## config.mk

```make
export PLATFORM = sky130hd
export DESIGN_NAME = ivtimer_bank
export DESIGN_NICKNAME = d
export VERILOG_FILES = /design/src/rtl/ivt_pkg.sv /design/src/rtl/ivt_regdec.sv /design/src/rtl/ivt_prescaler.sv /design/src/rtl/ivt_unit.sv /design/src/rtl/ivtimer_bank.sv
export SDC_FILE = /design/constraint.sdc
export NUM_CORES = 1
export LEC_CHECK = 0
export CELL_PAD_IN_SITES_DETAIL_PLACEMENT = 2
export CELL_PAD_IN_SITES_GLOBAL_PLACEMENT = 2
export CORE_ASPECT_RATIO = 2
export CORE_UTILIZATION = 23
export CTS_CLUSTER_SIZE = 28
export DETAILED_ROUTE_END_ITERATION = 10
export MAX_ROUTING_LAYER = met4
export PLACE_DENSITY_LB_ADDON = 0.1
export RECOVER_POWER = 100
export SLEW_MARGIN = 20
export SYNTH_ARGS = -nofsm -noshare
export SYNTH_HDL_FRONTEND = slang
export SYNTH_SLANG_ARGS = --single-unit
```

## constraint.sdc

```tcl
create_clock -name clk -period 6.6 [get_ports clk]
set_clock_uncertainty 0.05 [all_clocks]
set_input_delay 0.99 -clock clk [delete_from_list [all_inputs] [get_ports clk]]
set_output_delay 0.99 -clock clk [all_outputs]
set_load 0.03 [all_outputs]
```

## src/rtl/ivt_pkg.sv

```systemverilog
package ivt_pkg;

  localparam int STRIDE_LG2 = 4;
  localparam int SEL_W      = 3;
  localparam int PSC_OFFSET = 2;
  localparam int PSC_W      = (1 << SEL_W) - 1 + PSC_OFFSET;

  localparam logic [STRIDE_LG2-1:0] OFS_COUNT = 4'h0;
  localparam logic [STRIDE_LG2-1:0] OFS_CMP   = 4'h4;
  localparam logic [STRIDE_LG2-1:0] OFS_CTRL  = 4'h8;

  typedef enum logic [1:0] {
    REG_NONE  = 2'd0,
    REG_COUNT = 2'd1,
    REG_CMP   = 2'd2,
    REG_CTRL  = 2'd3
  } reg_kind_e;

  typedef struct packed {
    logic [SEL_W-1:0] sel;
    logic             cnt_en;
    logic             clk_en;
  } ctrl_t;

  function automatic logic [7:0] ctrl_to_byte(input ctrl_t c);
    return {1'b0, c.sel, 2'b00, c.cnt_en, c.clk_en};
  endfunction

  function automatic ctrl_t byte_to_ctrl(input logic [7:0] b);
    ctrl_t c;
    c.sel    = b[6:4];
    c.cnt_en = b[1];
    c.clk_en = b[0];
    return c;
  endfunction

endpackage

```

## src/rtl/ivt_regdec.sv

```systemverilog
module ivt_regdec
  import ivt_pkg::*;
#(
  parameter int AW     = 8,
  parameter int NUNITS = 4,
  localparam int UIW   = $clog2(NUNITS)
) (
  input  logic [AW-1:0]     addr,
  input  logic              wr,
  output logic [NUNITS-1:0] wr_cmp,
  output logic [NUNITS-1:0] wr_ctrl,
  output logic              hit,
  output logic [UIW-1:0]    unit_idx,
  output reg_kind_e         kind
);

  localparam int TOPB = STRIDE_LG2 + UIW;

  logic upper_ok;

  generate
    if (AW > TOPB) begin : g_upper
      assign upper_ok = (addr[AW-1:TOPB] == '0);
    end else begin : g_noupper
      assign upper_ok = 1'b1;
    end
  endgenerate

  assign unit_idx = addr[STRIDE_LG2 +: UIW];

  always_comb begin
    case (addr[STRIDE_LG2-1:0])
      OFS_COUNT: kind = REG_COUNT;
      OFS_CMP:   kind = REG_CMP;
      OFS_CTRL:  kind = REG_CTRL;
      default:   kind = REG_NONE;
    endcase
  end

  assign hit = upper_ok && (int'(unit_idx) < NUNITS) && (kind != REG_NONE);

  // Count writes deliberately produce no enable.
  always_comb begin
    wr_cmp  = '0;
    wr_ctrl = '0;
    if (wr && hit) begin
      case (kind)
        REG_CMP:  wr_cmp[unit_idx]  = 1'b1;
        REG_CTRL: wr_ctrl[unit_idx] = 1'b1;
        default:  ;
      endcase
    end
  end

endmodule

```

## src/rtl/ivt_prescaler.sv

```systemverilog
module ivt_prescaler
  import ivt_pkg::*;
(
  input  logic             clk,
  input  logic             rst,
  input  logic             run,
  input  logic [SEL_W-1:0] sel,
  output logic             tick
);

  logic [PSC_W-1:0] psc_q;
  logic [PSC_W-1:0] mask;

  // Low (sel + offset) bits set: tick once they are all ones.
  assign mask = ~({PSC_W{1'b1}} << (int'(sel) + PSC_OFFSET));
  assign tick = run && ((psc_q & mask) == mask);

  always_ff @(posedge clk) begin
    if (rst || !run) psc_q <= '0;
    else             psc_q <= psc_q + 1'b1;
  end

endmodule

```

## src/rtl/ivt_unit.sv

```systemverilog
module ivt_unit
  import ivt_pkg::*;
#(
  parameter int CW = 16
) (
  input  logic          clk,
  input  logic          rst,
  input  logic          wr_cmp,
  input  logic          wr_ctrl,
  input  logic [CW-1:0] wdata,
  output logic [CW-1:0] cnt,
  output logic [CW-1:0] cmp,
  output ctrl_t         ctrl,
  output logic          irq
);

  logic tick;
  logic step;
  logic match;

  ivt_prescaler u_psc (
    .clk  (clk),
    .rst  (rst),
    .run  (ctrl.clk_en),
    .sel  (ctrl.sel),
    .tick (tick)
  );

  assign step  = tick && ctrl.cnt_en;
  assign match = (cnt == cmp);

  always_ff @(posedge clk) begin
    if (rst) begin
      ctrl <= '0;
      cmp  <= '0;
    end else begin
      if (wr_ctrl) ctrl <= byte_to_ctrl(wdata[7:0]);
      if (wr_cmp)  cmp  <= wdata;
    end
  end

  always_ff @(posedge clk) begin
    if (rst || !ctrl.clk_en) begin
      cnt <= '0;
    end else if (step) begin
      cnt <= match ? '0 : cnt + 1'b1;
    end
  end

  always_ff @(posedge clk) begin
    if (rst) irq <= 1'b0;
    else     irq <= step && match;
  end

endmodule

```

## src/rtl/ivtimer_bank.sv

```systemverilog
module ivtimer_bank
  import ivt_pkg::*;
#(
  parameter int AW     = 8,
  parameter int CW     = 16,
  parameter int NUNITS = 4
) (
  input  logic              clk,
  input  logic              rst,
  input  logic              bus_wr,
  input  logic              bus_rd,
  input  logic [AW-1:0]     bus_addr,
  input  logic [CW-1:0]     bus_wdata,
  output logic [CW-1:0]     bus_rdata,
  output logic [NUNITS-1:0] irq_req
);

  localparam int UIW = $clog2(NUNITS);

  logic [NUNITS-1:0]         dec_wr_cmp;
  logic [NUNITS-1:0]         dec_wr_ctrl;
  logic                      dec_hit;
  logic [UIW-1:0]            dec_idx;
  reg_kind_e                 dec_kind;

  logic [NUNITS-1:0][CW-1:0] unit_cnt;
  logic [NUNITS-1:0][CW-1:0] unit_cmp;
  ctrl_t                     unit_ctrl [NUNITS];
  logic [NUNITS-1:0]         unit_clk_en;
  logic [NUNITS-1:0]         unit_cnt_en;
  logic [CW-1:0]             rd_mux;

  ivt_regdec #(.AW(AW), .NUNITS(NUNITS)) u_dec (
    .addr     (bus_addr),
    .wr       (bus_wr),
    .wr_cmp   (dec_wr_cmp),
    .wr_ctrl  (dec_wr_ctrl),
    .hit      (dec_hit),
    .unit_idx (dec_idx),
    .kind     (dec_kind)
  );

  generate
    for (genvar u = 0; u < NUNITS; u++) begin : g_unit
      ivt_unit #(.CW(CW)) u_unit (
        .clk     (clk),
        .rst     (rst),
        .wr_cmp  (dec_wr_cmp[u]),
        .wr_ctrl (dec_wr_ctrl[u]),
        .wdata   (bus_wdata),
        .cnt     (unit_cnt[u]),
        .cmp     (unit_cmp[u]),
        .ctrl    (unit_ctrl[u]),
        .irq     (irq_req[u])
      );
      assign unit_clk_en[u] = unit_ctrl[u].clk_en;
      assign unit_cnt_en[u] = unit_ctrl[u].cnt_en;
    end
  endgenerate

  always_comb begin
    rd_mux = '0;
    if (dec_hit) begin
      case (dec_kind)
        REG_COUNT: rd_mux = unit_cnt[dec_idx];
        REG_CMP:   rd_mux = unit_cmp[dec_idx];
        REG_CTRL:  rd_mux = CW'(ctrl_to_byte(unit_ctrl[dec_idx]));
        default:   rd_mux = '0;
      endcase
    end
  end

  always_ff @(posedge clk) begin
    if (rst)         bus_rdata <= '0;
    else if (bus_rd) bus_rdata <= rd_mux;
  end

endmodule

```

==> flow_summary.yaml <==
critical_path:
  cp.arrival_ns: 4.79
  start_kind: "input pin"
  critPathMaxStageDelay_ns: 1.25
  worstPathCellList: "dlygate4sd3_1 > nand3b_1 > nor2_1 > nand2_1 > nand2_1 > a21oi_1"
  cp.required_ns: 6.92
  cpLargestDelayFamily: "simple AND/OR/NAND/NOR gates"
  critPathCaptureType: "flop"
  path_buf_inv: 1
  crit_top_cell: "nand2_1"
  cpMaxStageDelayCell: "nor2_1"
  cp_max_fo: 19
  crit_type: "in -> reg"
synth:
  synthCells: 1197
  syn-cell-area_um2: 10420
  synthFlopType: "dfxtp_1"
  yosysWarnings: 0
  synth.avg_cell_area_um2: 8.705
  synth.net_count: 1244
  synth.distinct_cells: 56
  ys_seq_area_frac: 0.3919
  async_flop_share: 0
  synth_edf_count: 0
  ys_seq_elements: 204
run_status:
  status: "finished with violations"
  violations: "design-rule violations, max-capacitance violations, max-slew violations"
routing:
  wl_per_cell_um: 24.10
  drc_errors: 1
  vias_per_cell: 4.989
  vias: 8905
  firstDrtPassIters: 10
  drt_first_iter_violations: 369
  drt-total-wl_um: 43030
  detail-route-antenna-nets: 0
clock_network:
  holdBufCountCts: 0
  clockBufferDepth: 3
  clk_latency_ns: 0.53
  htreeDepth: 1
  clockRootBuffer: "clkbuf_16"
  clock_sinks: 204
  cts_resized: 0
  cts_tree: "done"
  cts_setup_buffers: 0
  cts_buffers: 23
  clkSlewWorstSetupHoldPaths_ns: 0.06
floorplanning:
  rows: 110
  core_area_um2: 44870
  start_util: 0.2322
  fp.dieArea_um2: 46210
  die_x_um: 152.5
  die_y_um: 303.0
  ioPinCount: 48
place:
  pre_cts_ws_ns: 2.382
  hpwl_um: 33780
  port_buffers: 47
  routabilityCongestion: 0.7789
timing:
  finalSetupViolCount: 0
  final.setup.worst_slack_ns: 2.124
  fmax_mhz: 223.4
  layout_min_cycle_time_ns: 4.476
  finalHoldViolations: 0
  fin_tns_setup_ns: 0
  post-route-period-util: 0.6781
  max_slew_margin: -0.05010
  drv_slew: 31
  rsz0062_at_grt: "false"
  worst_pin_slew_ns: 1.575
worst_hold_path:
  worstHoldPathType: "reg -> reg"
final_layout:
  fillerInstances: 5108
  finalNetCount: 1257
  drive_gt1_frac: 0.08408
  synthToLayoutAreaGrowth_pct: 16.50
  antenna_cells: 0
run:
  maxCapViolations: 1
grt:
  antenna_found_initial: 0
  grt_pass1_wl_um: 64600
  grt_pass1_vias: 9714
  grt_usage: 0.1954
  grt_max_degree: 81
  grt_overflow: 0
power:
  power_density_nw_per_um2: 218.9
  p_leak_nw: 3.972
  max-vdd-ir-drop_uv: 148.1
## through the flow
stage                     instances  total power, W  hold slack, ns  cell area (um^2)    util
after global placement         1745        0.001350          0.3996             11420  0.2545
after floorplan                1197        0.001305          0.3792             10420       -
after detailed placement       1745        0.001350          0.4120             11420  0.2545
after global routing           1785        0.002759          0.4441             12140  0.2706
final                          1785        0.002658          0.4190             12140  0.2706
after CTS                      1785        0.002724          0.4272             12170  0.2712
## worst paths after layout
| check | to | slack [ns] | cells past startpoint | from |
|---|---|---|---|---|
| min reg2reg | g_unit[0].u_unit.u_psc.psc_q[0] | 0.42 | 1 | g_unit[0].u_unit.u_psc.psc_q[0] |
| max | g_unit[0].u_unit.cmp[0] | 2.12 | 6 | bus_addr[3] |
| min | g_unit[0].u_unit.u_psc.psc_q[0] | 0.42 | 1 | g_unit[0].u_unit.u_psc.psc_q[0] |
| max reg2reg | g_unit[2].u_unit.cnt[10] | 2.82 | 9 | g_unit[2].u_unit.ctrl[3] |
## registers in the layout, summed over array words and instances, names as in the netlist
name	count
g_unit.u_unit.cmp	64
g_unit.u_unit.cnt	64
g_unit.u_unit.u_psc.psc_q	36
g_unit.u_unit.ctrl	20
bus_rdata	16
g_unit.u_unit.irq	4
## cell usage after synthesis (3+ instances only)
cell,instances,area [um^2]
dfxtp_1,204,4084
nor2_1,133,499.2
nand2_1,125,469.2
a21oi_1,92,460.4
xnor2_1,83,727.0
nand3_1,79,395.4
clkbuf_1,61,229.0
xor2_1,46,402.9
inv_1,41,153.9
nand4_1,38,237.7
mux4_2,37,833.3
mux2i_1,22,220.2
o21ai_0,20,100.1
ha_1,19,237.7
and3_1,17,106.4
nor4_1,17,106.4
a22oi_1,14,105.1
nor3_1,14,70.07
or3_1,14,87.58
buf_2,13,65.06
nor2b_1,11,68.82
o22ai_1,11,68.82
nand2b_1,9,56.30
o31ai_1,8,60.06
or4_1,7,52.55
a222oi_1,5,50.05
and4_1,5,43.79
mux2_2,5,56.30
nor3b_1,5,37.54
buf_4,4,30.03
and2_1,3,18.77
buf_1,3,11.26
nor4b_1,3,26.28
## routing by layer
| metal | GRT usage | vias to the layer above | wire, um |
|---|---|---|---|
| met2 | 0.3963 | 94 | 24870 |
| met1 | 0.1859 | 4556 | 15540 |
| met4 | 0.08562 | 0 | 1888 |
| met5 | - | - | 0 |
| met3 | 0.01414 | 57 | 732 |
| li1 | - | 4198 | - |
## report_power, final
group	total, W	internal [W]	switching [W]
combinational	0.0000863	0.0000289	0.0000574
clock	0.00134	0.000776	0.000563
sequential	0.00123	0.00123	0.000000916
total	0.00266	0.00204	0.000622
## logic make-up after synthesis
| logic type | count (synthesis) | synth area share |
|---|---|---|
| mux | 64 | 0.1065 |
| compound gates | 168 | 0.09630 |
| flops | 204 | 0.3919 |
| xor+xnor | 129 | 0.1084 |
| simple gates | 490 | 0.2267 |
| buf+inv | 123 | 0.04731 |
| fa+ha+maj | 19 | 0.02281 |
## cells in the final DEF (no fill, tap or decap), drive strengths merged, types with 7 or more instances in the layout
master and count:
o21ai 22, ha 19, nor3 14, nand3 79
mux2i 22, or3 14, o31ai 8, inv 41
nor2b 11, nand2 125, nand2b 9, or4 7
buf 21, and3 17, nor2 133, dlygate4sd3 23
xnor2 83, o22ai 11, nor4 17, mux4 37
nand4 38, a22oi 14, dfxtp 204, clkbuf 39
xor2 46, a21oi 92, clkdlybuf4s50 21
## area by class of cell
cell class                      instances  area (um^2)  area share
Sequential cell                       204         4084      0.3364
Inverter                               42        157.7     0.01299
Clock inverter                          5        77.57    0.006390
Clock buffer                           35        670.6     0.05525
Multi-Input combinational cell        870         5841      0.4811
Tap cell                              560        700.7     0.05772
Timing Repair Buffer                   69        608.1     0.05009
Power figures use the tool's default switching activity.
